$ cat src/rtl/lookahead_pkg.sv
package lookahead_pkg;
  typedef enum logic [1:0] {
    LINK_TWO_LEVEL     = 2'd0,
    LINK_RIPPLE_GROUPS = 2'd1,
    LINK_RIPPLE_INSIDE = 2'd2
  } link_style_e;
endpackage

$ cat src/rtl/carry_sop.sv
// Flat two-level carry network: carry k is the OR over all terms
// (source j AND every propagate above j and below k).
module carry_sop #(
  parameter int N = 4
) (
  input  logic [N-1:0] g,
  input  logic [N-1:0] p,
  input  logic         c0,
  output logic [N:0]   c
);
  always_comb begin
    c = '0;
    c[0] = c0;
    for (int k = 1; k <= N; k++) begin
      for (int j = 0; j <= k; j++) begin
        logic term;
        if (j == 0) term = c0;
        else        term = g[j-1];
        for (int m = j; m < k; m++) term = term & p[m];
        c[k] = c[k] | term;
      end
    end
  end
endmodule

$ cat src/rtl/adder_group.sv
module adder_group #(
  parameter int GROUP  = 4,
  parameter bit RIPPLE = 1'b0
) (
  input  logic [GROUP-1:0] a,
  input  logic [GROUP-1:0] b,
  input  logic             cin,
  output logic [GROUP-1:0] sum,
  output logic             gg,
  output logic             gp
);
  logic [GROUP-1:0] g, p;
  logic [GROUP:0]   c;

  assign g = a & b;
  assign p = a | b;

  generate
    if (RIPPLE) begin : g_ripple
      always_comb begin
        c[0] = cin;
        for (int i = 0; i < GROUP; i++) c[i+1] = g[i] | (p[i] & c[i]);
      end
    end else begin : g_flat
      carry_sop #(.N(GROUP)) u_sop (.g(g), .p(p), .c0(cin), .c(c));
    end
  endgenerate

  // Group generate: flat OR of each generate gated by the propagates above it.
  always_comb begin
    gg = 1'b0;
    for (int j = 0; j < GROUP; j++) begin
      logic term;
      term = g[j];
      for (int m = j + 1; m < GROUP; m++) term = term & p[m];
      gg = gg | term;
    end
  end

  assign gp  = &p;
  // Sum uses XOR of operands, never the OR-based propagate.
  assign sum = a ^ b ^ c[GROUP-1:0];
endmodule

$ cat src/rtl/lookahead_adder.sv
module lookahead_adder
  import lookahead_pkg::*;
#(
  parameter int          WIDTH = 16,
  parameter int          GROUP = 4,
  parameter link_style_e LINK  = LINK_TWO_LEVEL
) (
  input  logic [WIDTH-1:0] a,
  input  logic [WIDTH-1:0] b,
  input  logic             carry_in,
  output logic [WIDTH-1:0] sum,
  output logic             carry_out
);
  localparam int  NGROUP       = WIDTH / GROUP;
  localparam bit  INNER_RIPPLE = (LINK == LINK_RIPPLE_INSIDE);

  logic [NGROUP-1:0] gg, gp;
  logic [NGROUP:0]   gcarry;

  generate
    for (genvar k = 0; k < NGROUP; k++) begin : g_grp
      adder_group #(.GROUP(GROUP), .RIPPLE(INNER_RIPPLE)) u_grp (
        .a   (a[k*GROUP +: GROUP]),
        .b   (b[k*GROUP +: GROUP]),
        .cin (gcarry[k]),
        .sum (sum[k*GROUP +: GROUP]),
        .gg  (gg[k]),
        .gp  (gp[k])
      );
    end

    if (LINK == LINK_RIPPLE_GROUPS) begin : g_link_ripple
      always_comb begin
        gcarry[0] = carry_in;
        for (int k = 0; k < NGROUP; k++)
          gcarry[k+1] = gg[k] | (gp[k] & gcarry[k]);
      end
    end else begin : g_link_sop
      carry_sop #(.N(NGROUP)) u_link (.g(gg), .p(gp), .c0(carry_in), .c(gcarry));
    end
  endgenerate

  assign carry_out = gcarry[NGROUP];
endmodule

$ cat config.mk
export PLATFORM = sky130hd
export DESIGN_NAME = lookahead_adder
export DESIGN_NICKNAME = d
export VERILOG_FILES = /design/src/rtl/lookahead_pkg.sv /design/src/rtl/carry_sop.sv /design/src/rtl/adder_group.sv /design/src/rtl/lookahead_adder.sv
export SDC_FILE = /design/constraint.sdc
export NUM_CORES = 1
export LEC_CHECK = 0
export ABC_AREA = 1
export ABC_CLOCK_PERIOD_IN_PS = 4050
export BUFFER_PORTS_ARGS = -buffer_cell sky130_fd_sc_hd__buf_2
export CORE_MARGIN = 5
export CORE_UTILIZATION = 56
export DETAILED_ROUTE_END_ITERATION = 12
export GPL_TIMING_DRIVEN = 0
export PLACE_DENSITY = 0.95
export SLEW_MARGIN = 30
export SYNTH_ARGS = -nofsm -noshare
export SYNTH_HDL_FRONTEND = slang
export SYNTH_HIERARCHICAL = 1
export SYNTH_SLANG_ARGS = --single-unit
$ cat constraint.sdc
create_clock -name vclk -period 4.05
set_input_delay 0.6075 -clock vclk [all_inputs]
set_output_delay 0.6075 -clock vclk [all_outputs]
set_load 0.01 [all_outputs]
==> flow_summary_export.csv, run 1 <==
group,metric,value,unit
worst_setup_path,critPathLaunchType,"input pin",
grt,overflow,0,
cells_and_area,drive_gt1_share,30.2,%
floorplanning,initial_utilization,58.8,%
clock_tree,cts_hold_buf,0,
worst_setup_path,path_max_fanout,4,
sta,max_slew_margin,86.9,%
worst_setup_path,critPathRequiredTime,3.44,ns
sta,slew_viol_final,0,
clock_tree,ctsResizeCount,0,
pwr,power_density,137,nW/um2
placement,postPlaceCellArea,1450,um2
pwr,power.switching,0.106,mW
routing,via_count,1166,
cells_and_area,nFlopsAndLatches,0,
pwr,power_frac_seq,0,%
routing,viasPerCell,4.63,
cells_and_area,clock_buffers,0,
grt,antenna_found_initial,0,
logic_synthesis,syn_area,1170,um2
pwr,vdd_drop_max,98.6,uV
floorplanning,die_area,3090,um2
worst_setup_path,slowest_delay,0.20,ns
floorplanning,die_x,55.6,um
sta,fmax,0.348,GHz
grt,grt_max_degree,5,
cells_and_area,fin_area,1450,um2
min_path,worst_hold_path_type,"input pin to output port",
routing,wl,2480,um
routing,ant_nets,0,
floorplanning,io_pins,50,
sta,period_needed,2.87,ns
floorplanning,die_y,55.6,um
clock_tree,postCtsSetupBuffers,0,
routing,drc,0,
grt,grt_pass1_vias,1186,
cells_and_area,seqCellArea,0,um2
cells_and_area,area_growth,24.4,%
run,maxCapViolCount,0,
sta,min_period_over_period,71.0,%
pwr,p_sw_share,53.2,%
routing,drtPass1Iterations,4,
sta,rsz0062_at_grt,"no",
routing,wl_per_cell,9.84,um
logic_synthesis,yosysWarnings,6,
pwr,power.share.clock,0,%
sta,tightest_slew,0.195,ns
pwr,power,0.199,mW
floorplanning,core_area,1980,um2
worst_setup_path,crit_chain,"buf_2 > inv_1 > ha_1 > inv_1 > nand2_1 > nand2_1 > nand2_1 > nand2_1 > a21o_1 > a21o_1 > a21o_1 > a21o_1 > xor2_1 > buf_2",
pwr,leakage,0.976,nW
sta,hold_viol,0,
worst_setup_path,path_class,"input pin to output port",
cells_and_area,num_antenna_cells,0,
outcome,status,"completed",
logic_synthesis,avgSynthCellArea,6.66,um2
pwr,p_comb_share,100.0,%
grt,grt_pass1_wl,4320,um
worst_setup_path,cp-end-kind,"output port",
floorplanning,rows,16,
worst_setup_path,critPathSlowestCell,"a21o_1",
worst_setup_path,arrival,2.27,ns
routing,first_iter_violations,19,
logic_synthesis,syn_nets,240,
grt,gr-usage-all-layers,16.0,%
placement,dp_hpwl,2380,um
sta,fin_setup_tns,0,ns
placement,port_buffers,50,
sta,setup_viol,0,
logic_synthesis,synthCells,175,
placement,gp_congestion,0.771,
cells_and_area,layout.nets,292,
pwr,p_int,0.0933,mW
==> cell type report <==
cell class,instances,area [um2]
Multi-Input combinational cell,112,911
Buffer,5,37.5
Timing Repair Buffer,50,250
Fill cell,183,532
Tap cell,27,33.8
Inverter,58,218
==> power by group through the flow <==
stage	combinational, mW	sequential, mW	clock, mW
2_1_floorplan	0.129	0	0
3_3_place_gp	0.195	0	0
3_5_place_dp	0.201	0	0
4_1_cts	0.202	0	0
5_1_grt	0.224	0	0
6_report	0.199	0	0
==> final timing paths <==
path | start | endpoint | slack [ns] | cells past startpoint
max | a[1] | sum[10] | 1.18 | 14
min | b[10] | sum[10] | 1.67 | 5
==> worst max-delay path, delay by kind of cell <==
family          cells  cell delay (ns)
simple gates        4             0.22
buf+inv             4             0.38
fa+ha+maj           1             0.17
compound gates      4             0.76
xor+xnor            1             0.13
==> per-layer routing <==
layer / wire [um] / part of all wire, % / GRT usage, %
met4: 0 / 0 / 1.39
met1: 908 / 37 / 15.1
met5: 0 / 0 / 0
met3: 124 / 5.0 / 1.62
met2: 1450 / 58 / 36.1
==> stage by stage <==
stage	hold WS [ns]	cells	util (%)	worst slack, ns
after global routing	1.71	252	73.2	1.03
after floorplan	1.46	175	-	1.48
after global placement	1.67	252	73.2	1.21
final	1.67	252	73.2	1.18
after CTS	1.68	252	73.2	1.17
after detailed placement	1.68	252	73.2	1.17
==> cell usage in the layout, fill, tap and decap left out <==
cell	instances
inv_1	58
buf_2	50
ha_1	32
nand2_1	27
xor2_1	16
a21o_1	10
nand4_1	5
nand3_1	5
nand4_2	5
buf_4	5
nor2_2	4
a21oi_2	4
nor2_1	4
(Power assumes the default switching activity.)
==> run 2, diff against run 1 <==
Settings changed: ABC_CLOCK_PERIOD_IN_PS 4050 to 2400, CORE_UTILIZATION 56 to 47, PLACE_DENSITY 0.95 to 0.89.
Clock period 4.05 ns to 2.4 ns, I/O delays scaled along.
==> run 2 against run 1 <==
Hold slack worse by 0.50 ns; combinational power is 78% higher; final area up 5.7%; critical path depth is 2 lower; utilization fell by 10 points; first-iteration DRC count increased by 120%; cell count increased by 3.2%; highest routed layer unchanged; non-clock buffer count increased by 5.
==> flow_summary_export.csv, run 2 (synthesis results as in run 1) <==
group,metric,value,unit
pwr,leakage,0.994,nW
run,maxCapViolCount,0,
routing,wl,2380,um
sta,max_slew_margin,90.9,%
cells_and_area,nFlopsAndLatches,0,
routing,drc,0,
sta,min_period_over_period,96.3,%
sta,fin_ws,0.0895,ns
floorplanning,die_x,59.8,um
floorplanning,rows,18,
min_path,worstHoldPathCells,5,
floorplanning,die_y,59.8,um
routing,viasPerCell,4.51,
cells_and_area,drive_gt1_share,36.5,%
placement,dp_hpwl,2130,um
placement,numPlacedInstances,255,
worst_setup_path,path_class,"input pin to output port",
pwr,power,0.355,mW
min_path,whs_endpoint,"sum[10]",
worst_setup_path,path_max_fanout,2,
routing,wl_per_cell,9.13,um
grt,overflow,0,
routing,via_count,1173,
floorplanning,core_area,2430,um2
cells_and_area,final_common_cell,"inv_1",
cells_and_area,layout_common_cells,"53 x inv_1, 49 x buf_2, 28 x ha_1, 27 x nand2_1, 16 x xor2_1",
pwr,power_density,232,nW/um2
sta,setup_viol,0,
sta,tightest_slew,0.136,ns
floorplanning,initial_utilization,47.9,%
sta,period_needed,2.31,ns
placement,gp_congestion,0.812,
min_path,worst_hold_path_type,"input pin to output port",
floorplanning,io_pins,50,
cells_and_area,clock_buffers,0,
cells_and_area,n_fill_cell,248,
grt,antenna_found_initial,0,
floorplanning,die_area,3580,um2
routing,ant_nets,0,
clock_tree,cts_hold_buf,0,
worst_setup_path,critPathLaunchType,"input pin",
sta,fmax,0.433,GHz
placement,post-place-ws,0.0364,ns
grt,gr-usage-all-layers,13.3,%
cells_and_area,seqCellArea,0,um2
grt,grt_max_degree,5,
placement,port_buffers,50,
outcome,status,"completed",
cells_and_area,final_util,63.0,%
pwr,vdd_drop_max,141,uV
sta,slew_viol_final,0,
sta,fin_setup_tns,0,ns
cells_and_area,num_antenna_cells,0,
sta,hold_viol,0,
grt,grt_pass1_wl,4010,um
worst_setup_path,cp-end-kind,"output port",
grt,grt_pass1_vias,1147,
routing,first_iter_violations,41,
min_path,hold_start,"b[10]",
cells_and_area,layout.nets,297,
worst_setup_path,arrival,1.95,ns
routing,drtPass1Iterations,4,
cells_and_area,area_growth,31.4,%
worst_setup_path,critPathRequiredTime,2.04,ns
cells_and_area,final_cells,260,
==> run 2: changes by cell type in the layout (fill, tap and decap cells not counted), moves of 4 or more <==
cell | previous run | this run
buf_4 | 5 | 10
inv_1 | 58 | 53
inv_2 | 0 | 5
ha_1 | 32 | 28
==> run 2: report_power, final <==
group / internal [mW] / switching (mW)
Combinational: 0.172 / 0.183
Sequential: 0 / 0
Clock: 0 / 0
Total: 0.172 / 0.183
==> run 2: worst max-delay path, cell delays in order <==
cell and delay (ns):
buf_2 0.10, inv_1 0.08, ha_4 0.15, inv_2 0.04, a21oi_2 0.13, nand2_1 0.08
a21o_1 0.17, a21o_1 0.19, a21o_1 0.18, a21o_1 0.19, xor2_1 0.15, buf_2 0.13
==> run 2: metrics by stage <==
stage,hold slack [ns],cell area (um2)
after detailed placement,1.18,1450
after global routing,1.21,1530
after floorplan,0.967,1170
after CTS,1.18,1450
after global placement,1.18,1450
final,1.18,1530
==> run 2: repair_timing <==
item,CTS,global route
gates resized for setup,0,14
buffers inserted,0,5
setup endpoints to repair,0,3
==> run 2: final cells by class <==
class | count | area [um2] | share of cell area (%)
Timing Repair Buffer | 55 | 294 | 19.2
Inverter | 58 | 218 | 14.2
Tap cell | 30 | 37.5 | 2.45
Multi-Input combinational cell | 112 | 946 | 61.7
Buffer | 5 | 37.5 | 2.45
==> run 2: per-layer routing <==
| metal | track usage (%) | wire, um |
|---|---|---|
| met3 | 0.432 | 120 |
| met5 | 0 | 0 |
| met4 | 1.27 | 0 |
| met1 | 14.8 | 925 |
| met2 | 27.9 | 1330 |
==> run 2: worst max-delay path by stage <==
stage / start / to / depth (start not counted)
4_1_cts: a[1] / sum[10] / 14
3_3_place_gp: a[1] / sum[10] / 14
2_1_floorplan: a[1] / sum[10] / 12
6_report: a[3] / sum[10] / 12
5_1_grt: a[3] / sum[10] / 12
3_5_place_dp: a[1] / sum[10] / 14
